### config.mk
export PLATFORM = sky130hd
export DESIGN_NAME = periodic_tmr_bank
export DESIGN_NICKNAME = d
export VERILOG_FILES = /design/src/rtl/tmr_pkg.sv /design/src/rtl/tmr_chan.sv /design/src/rtl/tmr_irq_or.sv /design/src/rtl/periodic_tmr_bank.sv
export SDC_FILE = /design/constraint.sdc
export NUM_CORES = 1
export LEC_CHECK = 0
export CAP_MARGIN = 20
export CELL_PAD_IN_SITES_DETAIL_PLACEMENT = 2
export CELL_PAD_IN_SITES_GLOBAL_PLACEMENT = 2
export CORE_ASPECT_RATIO = 1.75
export CORE_MARGIN = 1.5
export CORE_UTILIZATION = 38
export DETAILED_ROUTE_END_ITERATION = 16
export GPL_TIMING_DRIVEN = 0
export PLACE_DENSITY_LB_ADDON = 0.3
export SLEW_MARGIN = 10
export SYNTH_ARGS = -nofsm -noshare
export SYNTH_HDL_FRONTEND = slang
export SYNTH_HIERARCHICAL = 1
export SYNTH_SLANG_ARGS = --single-unit
### constraint.sdc
create_clock -name clk -period 3.8 [get_ports clk]
set_clock_uncertainty 0.1 [all_clocks]
set_input_delay 0.76 -clock clk [delete_from_list [all_inputs] [get_ports clk]]
set_output_delay 0.76 -clock clk [all_outputs]
set_load 0.02 [all_outputs]
### src/rtl/tmr_pkg.sv
// Package tmr_pkg
// Shared widths, register offsets and the channel control layout.
// Assumes word-aligned accesses and at most 16 channels.
package tmr_pkg;
    localparam int unsigned ADDR_W    = 12;
    localparam int unsigned DATA_W    = 32;
    localparam int unsigned MAX_CH    = 16;
    // register index inside a channel window (address bits 3:2)
    localparam logic [1:0] REG_START  = 2'd0;
    localparam logic [1:0] REG_COUNT  = 2'd1;
    localparam logic [1:0] REG_CTL    = 2'd2;
    localparam logic [1:0] REG_FLAG   = 2'd3;
    localparam int unsigned CTL_W     = 3;

    typedef struct packed {
        logic chain;   // bit 2
        logic irq_en;  // bit 1
        logic run;     // bit 0
    } chan_ctl_t;
endpackage

### src/rtl/tmr_chan.sv
// Module tmr_chan
// One down-counting channel: start register, count, control and sticky flag.
// Assumes only one register strobe is active per cycle.
// CAN_CHAIN selects whether the chain bit makes it step on tick_i.
module tmr_chan
    import tmr_pkg::*;
#(
    parameter int unsigned CW        = 32,
    parameter bit          CAN_CHAIN = 1'b0
) (
    input  logic          clk,
    input  logic          rst_n,
    input  logic          mod_off_i,
    input  logic [CW-1:0] wdata_i,
    input  logic          start_we_i,
    input  logic          ctl_we_i,
    input  logic          flag_we_i,
    input  logic          tick_i,
    output logic [CW-1:0] start_q_o,
    output logic [CW-1:0] count_o,
    output chan_ctl_t     ctl_o,
    output logic          flag_o,
    output logic          expire_o,
    output logic          irq_o
);
    logic step;
    logic load_now;
    logic tick_ok;
    logic clr_req;

    // chained odd channels advance only on the lower channel's expiry
    generate
        if (CAN_CHAIN) begin : g_chain
            assign tick_ok = ctl_o.chain ? tick_i : 1'b1;
        end else begin : g_free
            assign tick_ok = 1'b1 | tick_i;
        end
    endgenerate

    // decide whether this cycle loads, steps or expires
    always_comb begin
        load_now = ctl_we_i && wdata_i[0] && !ctl_o.run;
        step     = ctl_o.run && !mod_off_i && tick_ok;
        expire_o = step && (count_o == '0);
        clr_req  = flag_we_i && wdata_i[0];
        irq_o    = flag_o && ctl_o.irq_en;
    end

    // start value and control word registers
    always_ff @(posedge clk) begin
        if (!rst_n) begin
            start_q_o <= '0;
            ctl_o     <= '0;
        end else begin
            if (start_we_i) start_q_o <= wdata_i;
            if (ctl_we_i)   ctl_o     <= chan_ctl_t'(wdata_i[CTL_W-1:0]);
        end
    end

    // down counter with load on enable and reload on expiry
    always_ff @(posedge clk) begin
        if (!rst_n) begin
            count_o <= '0;
        end else if (load_now) begin
            count_o <= start_q_o;
        end else if (expire_o) begin
            count_o <= start_q_o;
        end else if (step) begin
            count_o <= count_o - 1'b1;
        end
    end

    // sticky flag, set wins over write-one clear
    always_ff @(posedge clk) begin
        if (!rst_n)        flag_o <= 1'b0;
        else if (expire_o) flag_o <= 1'b1;
        else if (clr_req)  flag_o <= 1'b0;
    end

    a_r3_expire_sets_flag: assert property (@(posedge clk) disable iff (!rst_n)
        expire_o |=> flag_o);
    a_r3_reload_from_start: assert property (@(posedge clk) disable iff (!rst_n)
        expire_o |=> count_o == $past(start_q_o));
    a_r2_module_off_holds: assert property (@(posedge clk) disable iff (!rst_n)
        (mod_off_i && !load_now) |=> $stable(count_o));
    a_r5_clear_on_one: assert property (@(posedge clk) disable iff (!rst_n)
        (clr_req && !expire_o) |=> !flag_o);
    a_r5_flag_sticky: assert property (@(posedge clk) disable iff (!rst_n)
        (flag_o && !clr_req) |=> flag_o);
    a_r4_start_write_no_restart: assert property (@(posedge clk) disable iff (!rst_n)
        (start_we_i && step && count_o != '0) |=> count_o == $past(count_o) - 1'b1);
    a_r10_idle_holds: assert property (@(posedge clk) disable iff (!rst_n)
        (!ctl_o.run && !load_now) |=> $stable(count_o));

    generate
        if (CAN_CHAIN) begin : g_chain_chk
            a_r8_chain_waits: assert property (@(posedge clk) disable iff (!rst_n)
                (ctl_o.chain && !tick_i && !load_now) |=> $stable(count_o));
        end
    endgenerate
endmodule

### src/rtl/tmr_irq_or.sv
// Module tmr_irq_or
// Merges the per-channel requests into one line.
// Assumes the requests are already registered.
module tmr_irq_or #(
    parameter int unsigned N = 4
) (
    input  logic [N-1:0] req_i,
    output logic         any_o
);
    // reduction of all channel requests
    always_comb any_o = |req_i;
endmodule

### src/rtl/periodic_tmr_bank.sv
// Module periodic_tmr_bank
// Register decode, module off switch, channel array and read mux.
// Assumes ADDR_W of 12, word-aligned accesses and NUM_CH at most 16.
// Odd channels may chain to the channel below them.
module periodic_tmr_bank
    import tmr_pkg::*;
#(
    parameter int unsigned NUM_CH = 4,
    parameter int unsigned CW     = DATA_W,
    parameter int unsigned AW     = ADDR_W
) (
    input  logic              clk,
    input  logic              rst_n,
    input  logic [AW-1:0]     addr_i,
    input  logic [CW-1:0]     wdata_i,
    input  logic              wr_en_i,
    input  logic              rd_en_i,
    output logic [CW-1:0]     rdata_o,
    output logic [NUM_CH-1:0] irq_ch_o,
    output logic              irq_any_o
);
    localparam int unsigned PAGE_W = AW - 8;

    logic              mod_off;
    logic              aligned;
    logic              mcr_hit;
    logic              page_hit;
    logic [3:0]        ch_idx;
    logic [1:0]        reg_idx;
    logic [CW-1:0]     rd_mux;
    logic [CW-1:0]     start_arr [NUM_CH];
    logic [CW-1:0]     count_arr [NUM_CH];
    chan_ctl_t         ctl_arr   [NUM_CH];
    logic [NUM_CH-1:0] flag_vec;
    logic [NUM_CH-1:0] exp_vec;

    // address decode
    always_comb begin
        aligned  = (addr_i[1:0] == 2'b00);
        mcr_hit  = aligned && (addr_i == '0);
        page_hit = aligned && (addr_i[AW-1:8] == PAGE_W'(1));
        ch_idx   = addr_i[7:4];
        reg_idx  = addr_i[3:2];
    end

    // module off switch, set out of reset
    always_ff @(posedge clk) begin
        if (!rst_n)                  mod_off <= 1'b1;
        else if (wr_en_i && mcr_hit) mod_off <= wdata_i[1];
    end

    generate
        for (genvar i = 0; i < NUM_CH; i++) begin : g_ch
            localparam bit ODD = (i % 2) == 1;
            logic sel;
            logic tick;
            assign sel = wr_en_i && page_hit && (ch_idx == 4'(i));
            if (ODD) begin : g_link
                assign tick = exp_vec[i-1];
            end else begin : g_nolink
                assign tick = 1'b0;
            end
            tmr_chan #(.CW(CW), .CAN_CHAIN(ODD)) u_chan (
                .clk        (clk),
                .rst_n      (rst_n),
                .mod_off_i  (mod_off),
                .wdata_i    (wdata_i),
                .start_we_i (sel && reg_idx == REG_START),
                .ctl_we_i   (sel && reg_idx == REG_CTL),
                .flag_we_i  (sel && reg_idx == REG_FLAG),
                .tick_i     (tick),
                .start_q_o  (start_arr[i]),
                .count_o    (count_arr[i]),
                .ctl_o      (ctl_arr[i]),
                .flag_o     (flag_vec[i]),
                .expire_o   (exp_vec[i]),
                .irq_o      (irq_ch_o[i])
            );
        end
    endgenerate

    tmr_irq_or #(.N(NUM_CH)) u_irq_or (
        .req_i (irq_ch_o),
        .any_o (irq_any_o)
    );

    // read mux over module and channel registers
    always_comb begin
        rd_mux = '0;
        if (mcr_hit) begin
            rd_mux[1] = mod_off;
        end else if (page_hit) begin
            for (int i = 0; i < NUM_CH; i++) begin
                if (ch_idx == 4'(i)) begin
                    case (reg_idx)
                        REG_START: rd_mux = start_arr[i];
                        REG_COUNT: rd_mux = count_arr[i];
                        REG_CTL:   rd_mux = {{(CW-CTL_W){1'b0}}, ctl_arr[i]};
                        default:   rd_mux = {{(CW-1){1'b0}}, flag_vec[i]};
                    endcase
                end
            end
        end
    end

    // registered read data
    always_ff @(posedge clk) begin
        if (!rst_n)       rdata_o <= '0;
        else if (rd_en_i) rdata_o <= rd_mux;
    end

    a_r7_any_matches: assert property (@(posedge clk) disable iff (!rst_n)
        irq_any_o == (irq_ch_o != '0));
    a_r1_off_after_reset: assert property (@(posedge clk)
        !rst_n |=> mod_off);
endmodule

==> impl_metrics.toml <==
[run_status]
status = "finished, violations left"
violations = "setup timing"

[synth]
synth_fp_nets = 1964
syn_area_sq_mm = 0.0169
yosysWarnings = 6
syn_inst = 1912
syn_avg_cell_area_sq_um = 8.86

[grt]
antenna_found_initial = 3
grtUsageTotal_pct = 40.2
grt_pass1_vias = 19200
grt-ovfl-total = 0
grt_max_degree = 15
grt_first_pass_wirelength_um = 132000

[floorplanning]
ios = 85
die_h_um = 282
die_width_um = 163
coreArea_sq_mm = 0.0442
die-area_sq_mm = 0.0459
start_util_pct = 38.4
std_cell_rows = 102

[critical_path]
cp_max_fo = 12
startpoint = "addr_i[3]"
reg2reg_depth = 14
regToRegSetupSlack_ns = 0.04
worst_setup_path_end_kind = "flip-flop"
start_kind = "input pin"
cp_data_arrival_time_ns = 4.17
rr_endpoint = "g_ch[1].u_chan/count_o[8]"
endpoint = "g_ch[1].u_chan/start_q_o[2]"
crit_required_ns = 4.10
crit_type = "input pin to flip-flop"
r2r-start = "g_ch[0].u_chan/count_o[21]"

[sta]
hold_viol = 0
layout_setup_ws_ns = -0.0646
fmax_ghz = 0.259
min_period_ns = 3.86
max_slew_margin_pct = 25.6
setup_viol = 16
rsz0062_at_grt = "true"
fin_crit_sh_pct = 102
worstMarginPinSlew_ns = 1.12
drv_slew = 0

[clock_network]
root_buffer = "clkbuf_16"
clock_latency_ns = 0.55
clock_sink_count = 305
cts_buffer_depth = 3
h-tree-depth = 2
cts_tree = "yes"
numCtsBuffers = 34
clk_pin_slew_ns = 0.06

[detailed_routing]
drt_iter0_drc = 1289
antenna_left = 0
drt-wirelength-per-cell_um = 35.3
wirelength_um = 93500
firstDrtPassIters = 5
drcViolationCount = 0
vias_per_cell = 6.67
vias = 17700

[finish]
final-instance-count-excl-fill = 2652
syn_to_final_growth_pct = 19.3
fin_nets = 2106
fillers = 4829
drive_gt1_share_pct = 15.2

[power_and_ir_drop]
powerDensity_mw_per_mm2 = 356
peakVddDrop_mv = 0.301
finalPower_mw = 7.20
p_leak_nw = 7.31

[flow_run]
cap_violations = 0

[placement]
io_buffers = 81
dpl.cell_count = 2566
dpl.hpwl_um = 72400
routabilityCongestion = 0.993

[hold_path]
hold_path.class = "flip-flop to flip-flop"
layer usage:
| layer | vias to the layer above | track usage, % | share of wire (%) |
|---|---|---|---|
| met3 | 503 | 6.77 | 4.9 |
| met4 | 2 | 40.5 | 12 |
| met1 | 8908 | 36.6 | 32 |
| li1 | 7452 | - | - |
| met2 | 835 | 73.6 | 51 |
| met5 | - | 0 | 0.011 |
power breakdown:
group | switching (mW) | total (mW) | internal (mW)
logic | 0.287 | 0.398 | 0.111
clock network | 1.52 | 3.61 | 2.09
registers | 0.00132 | 3.20 | 3.20
cell usage in the layout, fill, tap and decap left out, types with 49 or more instances in the layout:
master and instances:
mux4_2 49, nand3_1 52, nor2_1 248, clkbuf_1 62, a21oi_1 88, o21ai_0 66
a31oi_1 57, clkdlybuf4s50_1 80, dfxtp_1 302, nand2_1 158, mux2i_1 183
final cells by class:
class                      instances  area, sq um  area share, %
antenna                            1         2.50         0.0124
buffer                           139          759           3.76
clock buffer                      48         1060           5.23
clock inverter                    13          135          0.668
inverter                          37          139          0.687
multi-input combinational       1428        10300           50.8
sequential                       305         6110           30.2
tap                              572          716           3.54
timing repair buffer             109         1040           5.13
worst min path at each step:
stage / start / endpoint / slack (ns) / cells after the start
5_1_grt: rdata_o[16] / rdata_o[16] / 0.38 / 2
2_1_floorplan: g_ch[0].u_chan/start_q_o[11] / g_ch[0].u_chan/count_o[11] / 0.34 / 2
4_1_cts: rdata_o[16] / rdata_o[16] / 0.36 / 2
3_5_place_dp: rdata_o[16] / rdata_o[16] / 0.35 / 2
6_report: rdata_o[16] / rdata_o[16] / 0.36 / 2
3_3_place_gp: rdata_o[16] / rdata_o[16] / 0.34 / 2
per-stage QoR:
step           util, %  hold WS, ns  TNS [ns]  cell area, sq um  worst slack, ns
2_1_floorplan        -        0.341         0             16900            0.480
3_3_place_gp      41.8        0.345   -189.35             18500            -1.54
3_5_place_dp      41.9        0.347   -203.44             18500            -1.59
4_1_cts           45.4        0.362   -0.0186             20000          -0.0186
5_1_grt           45.8        0.384    -0.145             20200          -0.0575
6_report          45.8        0.359    -0.326             20200          -0.0646
registers in the layout, summed over array words and instances (netlist names):
name                   cells
g_ch.u_chan/count_o      128
g_ch.u_chan/ctl_o         12
g_ch.u_chan/flag_o         4
g_ch.u_chan/start_q_o    128
mod_off                    1
rdata_o                   32
timing repair:
item	in CTS	in global routing
resized for setup	65	30
gates cloned	0	1
endpoints found under the hold margin	0	0
endpoints found under the setup margin	181	111
hold buffers	0	0
setup buffers	12	14
pin swaps	5	12
critical path: stages:
cell,delay [ns]
clkdlybuf4s50_1,0.77
or2_2,0.47
clkbuf_1,0.26
nor2_1,0.19
clkbuf_1,0.45
buf_1,0.84
mux2i_1,0.32
nor2_1,0.07
Note: power is estimated with default switching activity, not from simulation.
